<file path="config.mk">
export PLATFORM = sky130hd
export DESIGN_NAME = trk_loop
export DESIGN_NICKNAME = d
export VERILOG_FILES = /design/src/rtl/trk_pkg.sv /design/src/rtl/trk_err_integ.sv /design/src/rtl/trk_step_gen.sv /design/src/rtl/trk_sat_counter.sv /design/src/rtl/trk_loop.sv
export SDC_FILE = /design/constraint.sdc
export NUM_CORES = 1
export LEC_CHECK = 0
export ABC_AREA = 1
export BUFFER_PORTS_ARGS = -buffer_cell sky130_fd_sc_hd__buf_2
export CAP_MARGIN = 20
export CORE_UTILIZATION = 50
export DETAILED_ROUTE_END_ITERATION = 7
export GPL_TIMING_DRIVEN = 0
export MAX_ROUTING_LAYER = met4
export PLACE_DENSITY = 0.74
export SKIP_LAST_GASP = 1
export SLEW_MARGIN = 20
export SYNTH_ARGS = -nofsm -noshare
export SYNTH_HDL_FRONTEND = slang
export SYNTH_SLANG_ARGS = --single-unit
</file>
<file path="constraint.sdc">
create_clock -name clk -period 9.2 [get_ports clk]
set_input_delay 1.84 -clock clk [delete_from_list [all_inputs] [get_ports clk]]
set_output_delay 1.84 -clock clk [all_outputs]
set_load 0.005 [all_outputs]
</file>
<file path="src/rtl/trk_pkg.sv">
`timescale 1ns/1ps
package trk_pkg;
   typedef enum logic {DIR_UP = 1'b0, DIR_DN = 1'b1} step_dir_e;

   typedef struct packed {
      logic      req;
      step_dir_e dir;
   } step_req_t;
endpackage

</file>
<file path="src/rtl/trk_err_integ.sv">
`timescale 1ns/1ps
module trk_err_integ #(
   parameter int POS_W   = 14,
   parameter int INT_W   = 16,
   parameter int VEL_MAX = 16368,
   parameter int BIT_THR = 65,
   localparam int ERR_W  = POS_W + 1
) (
   input  logic                    clk,
   input  logic                    rst_n,
   input  logic [POS_W-1:0]        pos_in,
   input  logic [POS_W-1:0]        cnt,
   output logic signed [ERR_W-1:0] err,
   output logic signed [INT_W-1:0] vel,
   output logic                    bit_n
);
   localparam logic signed [INT_W:0] VHI = (INT_W+1)'(VEL_MAX);
   localparam logic signed [INT_W:0] VLO = -(INT_W+1)'(VEL_MAX);
   localparam logic [ERR_W-1:0]      THR = ERR_W'(BIT_THR);

   logic [ERR_W-1:0]        err_mag;
   logic signed [INT_W:0]   vel_sum;
   logic signed [INT_W-1:0] vel_nxt;

   assign err     = ERR_W'($signed(pos_in)) - ERR_W'($signed(cnt));
   assign err_mag = err[ERR_W-1] ? ERR_W'(-err) : ERR_W'(err);
   assign vel_sum = (INT_W+1)'(vel) + (INT_W+1)'(err);

   always_comb begin
      if (vel_sum > VHI)      vel_nxt = INT_W'(VHI);
      else if (vel_sum < VLO) vel_nxt = INT_W'(VLO);
      else                    vel_nxt = INT_W'(vel_sum);
   end

   always_ff @(posedge clk or negedge rst_n) begin
      if (!rst_n) begin
         vel   <= '0;
         bit_n <= 1'b1;
      end else begin
         vel   <= vel_nxt;
         bit_n <= !(err_mag > THR);
      end
   end
endmodule

</file>
<file path="src/rtl/trk_step_gen.sv">
`timescale 1ns/1ps
module trk_step_gen
   import trk_pkg::*;
#(
   parameter int ERR_W = 15,
   parameter int INT_W = 16,
   parameter int ACC_W = 10,
   parameter int KP_SH = 4,
   parameter int KV_SH = 4,
   localparam int RATE_W = ((INT_W > ERR_W + KP_SH) ? INT_W : ERR_W + KP_SH) + 2
) (
   input  logic                    clk,
   input  logic                    rst_n,
   input  logic signed [ERR_W-1:0] err,
   input  logic signed [INT_W-1:0] vel,
   output step_req_t               req
);
   localparam logic [RATE_W-1:0] LIM = RATE_W'((64'd1 << ACC_W) - 64'd1);

   logic signed [RATE_W-1:0] v_ext, v_term, e_term, rate;
   logic [RATE_W-1:0]        mag, mag_clip;
   logic [ACC_W-1:0]         acc;
   logic [ACC_W:0]           acc_sum;

   assign v_ext  = RATE_W'(vel);
   assign v_term = v_ext >>> KV_SH;
   assign e_term = RATE_W'(err) <<< KP_SH;
   assign rate   = v_term + e_term;
   assign mag    = rate[RATE_W-1] ? RATE_W'(-rate) : RATE_W'(rate);

   always_comb begin
      mag_clip = (mag > LIM) ? LIM : mag;
   end

   assign acc_sum = {1'b0, acc} + {1'b0, mag_clip[ACC_W-1:0]};
   assign req.req = acc_sum[ACC_W];
   assign req.dir = rate[RATE_W-1] ? DIR_DN : DIR_UP;

   always_ff @(posedge clk or negedge rst_n) begin
      if (!rst_n) acc <= '0;
      else        acc <= acc_sum[ACC_W-1:0];
   end
endmodule

</file>
<file path="src/rtl/trk_sat_counter.sv">
`timescale 1ns/1ps
module trk_sat_counter
   import trk_pkg::*;
#(
   parameter int POS_W  = 14,
   parameter int CRS_SH = 2
) (
   input  logic             clk,
   input  logic             rst_n,
   input  step_req_t        req,
   input  logic             coarse,
   output logic [POS_W-1:0] cnt,
   output logic             step
);
   localparam logic [POS_W-1:0] TOP  = {1'b0, {(POS_W-1){1'b1}}};
   localparam logic [POS_W-1:0] BOT  = {1'b1, {(POS_W-1){1'b0}}};
   localparam logic [POS_W-1:0] LOWM = POS_W'((64'd1 << CRS_SH) - 64'd1);

   logic [POS_W-1:0] mask, up_nxt, dn_nxt;
   logic             up_ok, dn_ok, fire;

   assign mask   = coarse ? LOWM : '0;
   assign up_nxt = (cnt | mask) + POS_W'(1);
   assign dn_nxt = (cnt - POS_W'(1)) & ~mask;
   assign up_ok  = (cnt | mask) != TOP;
   assign dn_ok  = cnt != BOT;
   assign fire   = req.req && ((req.dir == DIR_DN) ? dn_ok : up_ok);

   always_ff @(posedge clk or negedge rst_n) begin
      if (!rst_n) begin
         cnt  <= '0;
         step <= 1'b0;
      end else begin
         step <= fire;
         if (fire) cnt <= (req.dir == DIR_DN) ? dn_nxt : up_nxt;
      end
   end
endmodule

</file>
<file path="src/rtl/trk_loop.sv">
`timescale 1ns/1ps
module trk_loop
   import trk_pkg::*;
#(
   parameter int POS_W   = 14,
   parameter int CRS_SH  = 2,
   parameter int INT_W   = 16,
   parameter int ACC_W   = 10,
   parameter int KP_SH   = 4,
   parameter int KV_SH   = 4,
   parameter int VEL_MAX = 16368,
   parameter int BIT_THR = 65
) (
   input  logic             clk,
   input  logic             rst_n,
   input  logic [POS_W-1:0] pos_in,
   input  logic             res_hi,
   output logic [POS_W-1:0] pos_out,
   output logic             step_t,
   output logic [INT_W-1:0] vel_out,
   output logic             bit_n
);
   localparam int ERR_W = POS_W + 1;

   if (POS_W < CRS_SH + 2) begin : g_bad_pos
      $error("trk_loop: POS_W too small for CRS_SH");
   end
   if (INT_W < ERR_W) begin : g_bad_int
      $error("trk_loop: INT_W must hold the error word");
   end
   if (VEL_MAX >= (1 << (INT_W - 1))) begin : g_bad_vel
      $error("trk_loop: VEL_MAX exceeds INT_W range");
   end
   if (ACC_W < 2 || ACC_W > 30) begin : g_bad_acc
      $error("trk_loop: ACC_W out of range");
   end

   logic signed [ERR_W-1:0] err;
   logic signed [INT_W-1:0] vel;
   logic                    bit_q;
   logic                    coarse;
   step_req_t               req;

   trk_err_integ #(
      .POS_W(POS_W), .INT_W(INT_W), .VEL_MAX(VEL_MAX), .BIT_THR(BIT_THR)
   ) u_integ (
      .clk(clk), .rst_n(rst_n), .pos_in(pos_in), .cnt(pos_out),
      .err(err), .vel(vel), .bit_n(bit_q)
   );

   trk_step_gen #(
      .ERR_W(ERR_W), .INT_W(INT_W), .ACC_W(ACC_W), .KP_SH(KP_SH), .KV_SH(KV_SH)
   ) u_gen (
      .clk(clk), .rst_n(rst_n), .err(err), .vel(vel), .req(req)
   );

   if (CRS_SH > 0) begin : g_crs
      assign coarse = !res_hi || !bit_q;
   end else begin : g_fine_only
      assign coarse = 1'b0;
   end

   trk_sat_counter #(
      .POS_W(POS_W), .CRS_SH(CRS_SH)
   ) u_cnt (
      .clk(clk), .rst_n(rst_n), .req(req), .coarse(coarse),
      .cnt(pos_out), .step(step_t)
   );

   assign vel_out = vel;
   assign bit_n   = bit_q;
endmodule

</file>
==> results.cfg <==
[run_status]
status = complete, no violations

[setup_path]
cpMaxStageDelayCell = fa_1
cp_slowest_stage_delay_ns = 0.42
worstSetupPathType = in2reg
cp.required_ns = 9.44
cp-end-kind = flop
crit_arrival_ns = 7.32
reg2reg_to = u_cnt.cnt[10]$_DFFE_PN0P_
critPathMostFrequentCell = nand2_1
critPathLaunchType = input port
reg2regPathDepth = 36
r2r_start = u_cnt.cnt[9]$_DFFE_PN0P_
reg2reg_slack_ns = 3.18
worst-path-max-fanout = 11

[routing]
drtIter0Drc = 524
ant_nets = 0
post_drt_wl_per_cell_um = 12.7
routed_wl_um = 16400
vias = 6736
vias_per_cell = 5.21
drt_first_pass_iters = 6
drc = 0

[placement]
dpl.hpwl_um = 13400
place_congestion = 0.956
portBuffers = 48

[synthesis]
synth_warnings = 0
yosysUniqueCellTypes = 44
synthCells = 1068
syn_area_um2 = 6360
synth_nets = 1149
synth-async-reset-ratio_pct = 100
synth_seq_cells = 42
syn_area_per_cell_um2 = 5.95
yosysSeqAreaShare_pct = 16.5
synth_edf_count = 0
ys.flop_type = dfrtp_1

[cts]
cts_buffer_depth = 2
clk_pin_slew_ns = 0.06
cts_buffers = 5
htreeDepth = 2
clk_latency_ns = 0.30
clockRootBuffer = clkbuf_16
cts.sinks = 42
postCtsSetupRepairBufs = 0
postCtsHoldBufs = 0
post_cts_resized = 0
cts_tree = done

[floorplanning]
coreArea_um2 = 12200
die_h_um = 115
die_area_um2 = 13200
row_count = 40
die_x_um = 115
start_util_pct = 52.1
pin_count = 49

[global_route]
grt_pass1_vias = 5917
grt_pass1_wl_um = 27600
grt_usage_pct = 27.0
gr-total-overflow = 0
grt_max_degree = 43
antenna_found_initial = 0

[hold_path]
min_path_type = reg2reg
holdPathEnd = u_gen.acc[0]$_DFF_PN0_
hold_path_startpoint = u_gen.acc[0]$_DFF_PN0_
hold_path_depth = 1

[timing]
period_minus_slack_ns = 7.09
fin_crit_sh_pct = 77.1
tightestPinTransition_ns = 0.584
skew_ns = 0.00807
setup_viol = 0
rsz0062_at_grt = false
fin_tns_setup_ns = 0
slew_viol_final = 0
max_clock_freq_mhz = 141
hold_viol = 0
slew_headroom_pct = 61.1
whs_ns = 0.486

[finish]
final_net_count = 1204
final_common_cell = nand2_1
area_growth_syn_to_layout_pct = 9.72
layout_common_cells = nand2_1, inv_1, nor2_1
n_antenna_cell = 0
drive_gt1_share_pct = 10.5
fillers = 1307

[flow_run]
maxCapViolCount = 0
[kinds of logic after synthesis]
| group | after synthesis | share of synthesized area [%] |
|---|---|---|
| AO/OA/AOI/OAI | 97 | 8.80 |
| XOR/XNOR | 42 | 5.79 |
| adder cells (fa/ha/maj) | 64 | 13.1 |
| buffers and inverters | 171 | 10.5 |
| flip-flops | 42 | 16.5 |
| AND/OR/NAND/NOR | 652 | 45.3 |
[Yosys cell counts, types with 2 or more instances]
cell type,n,area (um2)
xnor2_1,9,78.8
a21oi_2,2,17.5
o21a_1,2,15.0
o21ai_2,8,70.1
clkbuf_1,3,11.3
buf_2,6,30.0
o21ai_1,2,10.0
nand4_1,41,257
nand3b_1,9,67.6
nand2_2,16,100
o21ai_0,26,130
ha_1,60,751
nor2_1,95,357
a31oi_1,3,18.8
nor2_2,4,25.0
fa_1,4,80.1
buf_6,2,22.5
o21bai_1,5,37.5
a21oi_1,44,220
nand3_2,6,60.1
nand2_1,369,1390
inv_1,150,563
or2_2,2,12.5
nor2_4,3,33.8
inv_2,6,22.5
clkinv_1,2,7.51
nand3_1,86,430
dfrtp_1,41,1030
nor3_1,14,70.1
xor2_1,33,289
o211ai_1,2,15.0
[critical path, delay by kind of cell]
family,cells,cell delay (ns)
adder cells (fa/ha/maj),4,1.19
AND/OR/NAND/NOR,19,2.20
buffers and inverters,8,1.34
AO/OA/AOI/OAI,7,0.74
[how the worst max path moves through the flow]
stage,start,to,slack [ns],cells past startpoint
floorplan,pos_in[0],u_cnt.cnt[10]$_DFFE_PN0P_,2.82,36
global placement,pos_in[0],u_cnt.cnt[3]$_DFFE_PN0P_,1.86,37
detailed placement,pos_in[0],u_cnt.cnt[9]$_DFFE_PN0P_,1.87,36
CTS,pos_in[0],u_cnt.cnt[10]$_DFFE_PN0P_,2.17,37
global route,pos_in[0],u_cnt.cnt[12]$_DFFE_PN0P_,1.46,38
finish,pos_in[0],u_cnt.cnt[10]$_DFFE_PN0P_,2.11,38
[layout make-up]
type                            instances  area [um2]  share of cell area (%)
Multi-Input combinational cell        855        4640                    66.4
Timing Repair Buffer                   48         243                    3.48
Clock inverter                          3        40.0                   0.574
Tap cell                              168         210                    3.01
Sequential cell                        42        1050                    15.1
Inverter                              159         599                    8.59
Clock buffer                            5         125                    1.79
Buffer                                 12        71.3                    1.02
[sequential cells by signal, indices dropped and copies added (netlist names)]
signal	count
u_gen.acc	10
u_integ.bit_n	1
u_cnt.cnt	14
u_integ.vel	16
u_cnt.step	1
[routing by layer]
| metal | up-vias | wire (um) | part of all wire (%) | track usage [%] |
|---|---|---|---|---|
| met2 | 203 | 7320 | 45 | 42.5 |
| met4 | 0 | 276 | 1.7 | 6.41 |
| met1 | 2955 | 7990 | 49 | 36.6 |
| met3 | 26 | 839 | 5.1 | 3.80 |
| li1 | 3552 | - | - | - |
| met5 | - | 0 | 0 | - |
[stage by stage]
stage | utilization (%) | cell area [um2] | worst slack, ns | std cells
6_report | 57.1 | 6980 | 2.11 | 1292
5_1_grt | 57.1 | 6980 | 1.46 | 1292
4_1_cts | 57.1 | 6970 | 2.17 | 1292
3_5_place_dp | 55.8 | 6810 | 1.87 | 1284
3_3_place_gp | 55.8 | 6810 | 1.86 | 1284
2_1_floorplan | - | 6360 | 2.82 | 1068
Power is not shown: default switching activity piles up to over one toggle a cycle in this logic, so the estimate is an artifact.
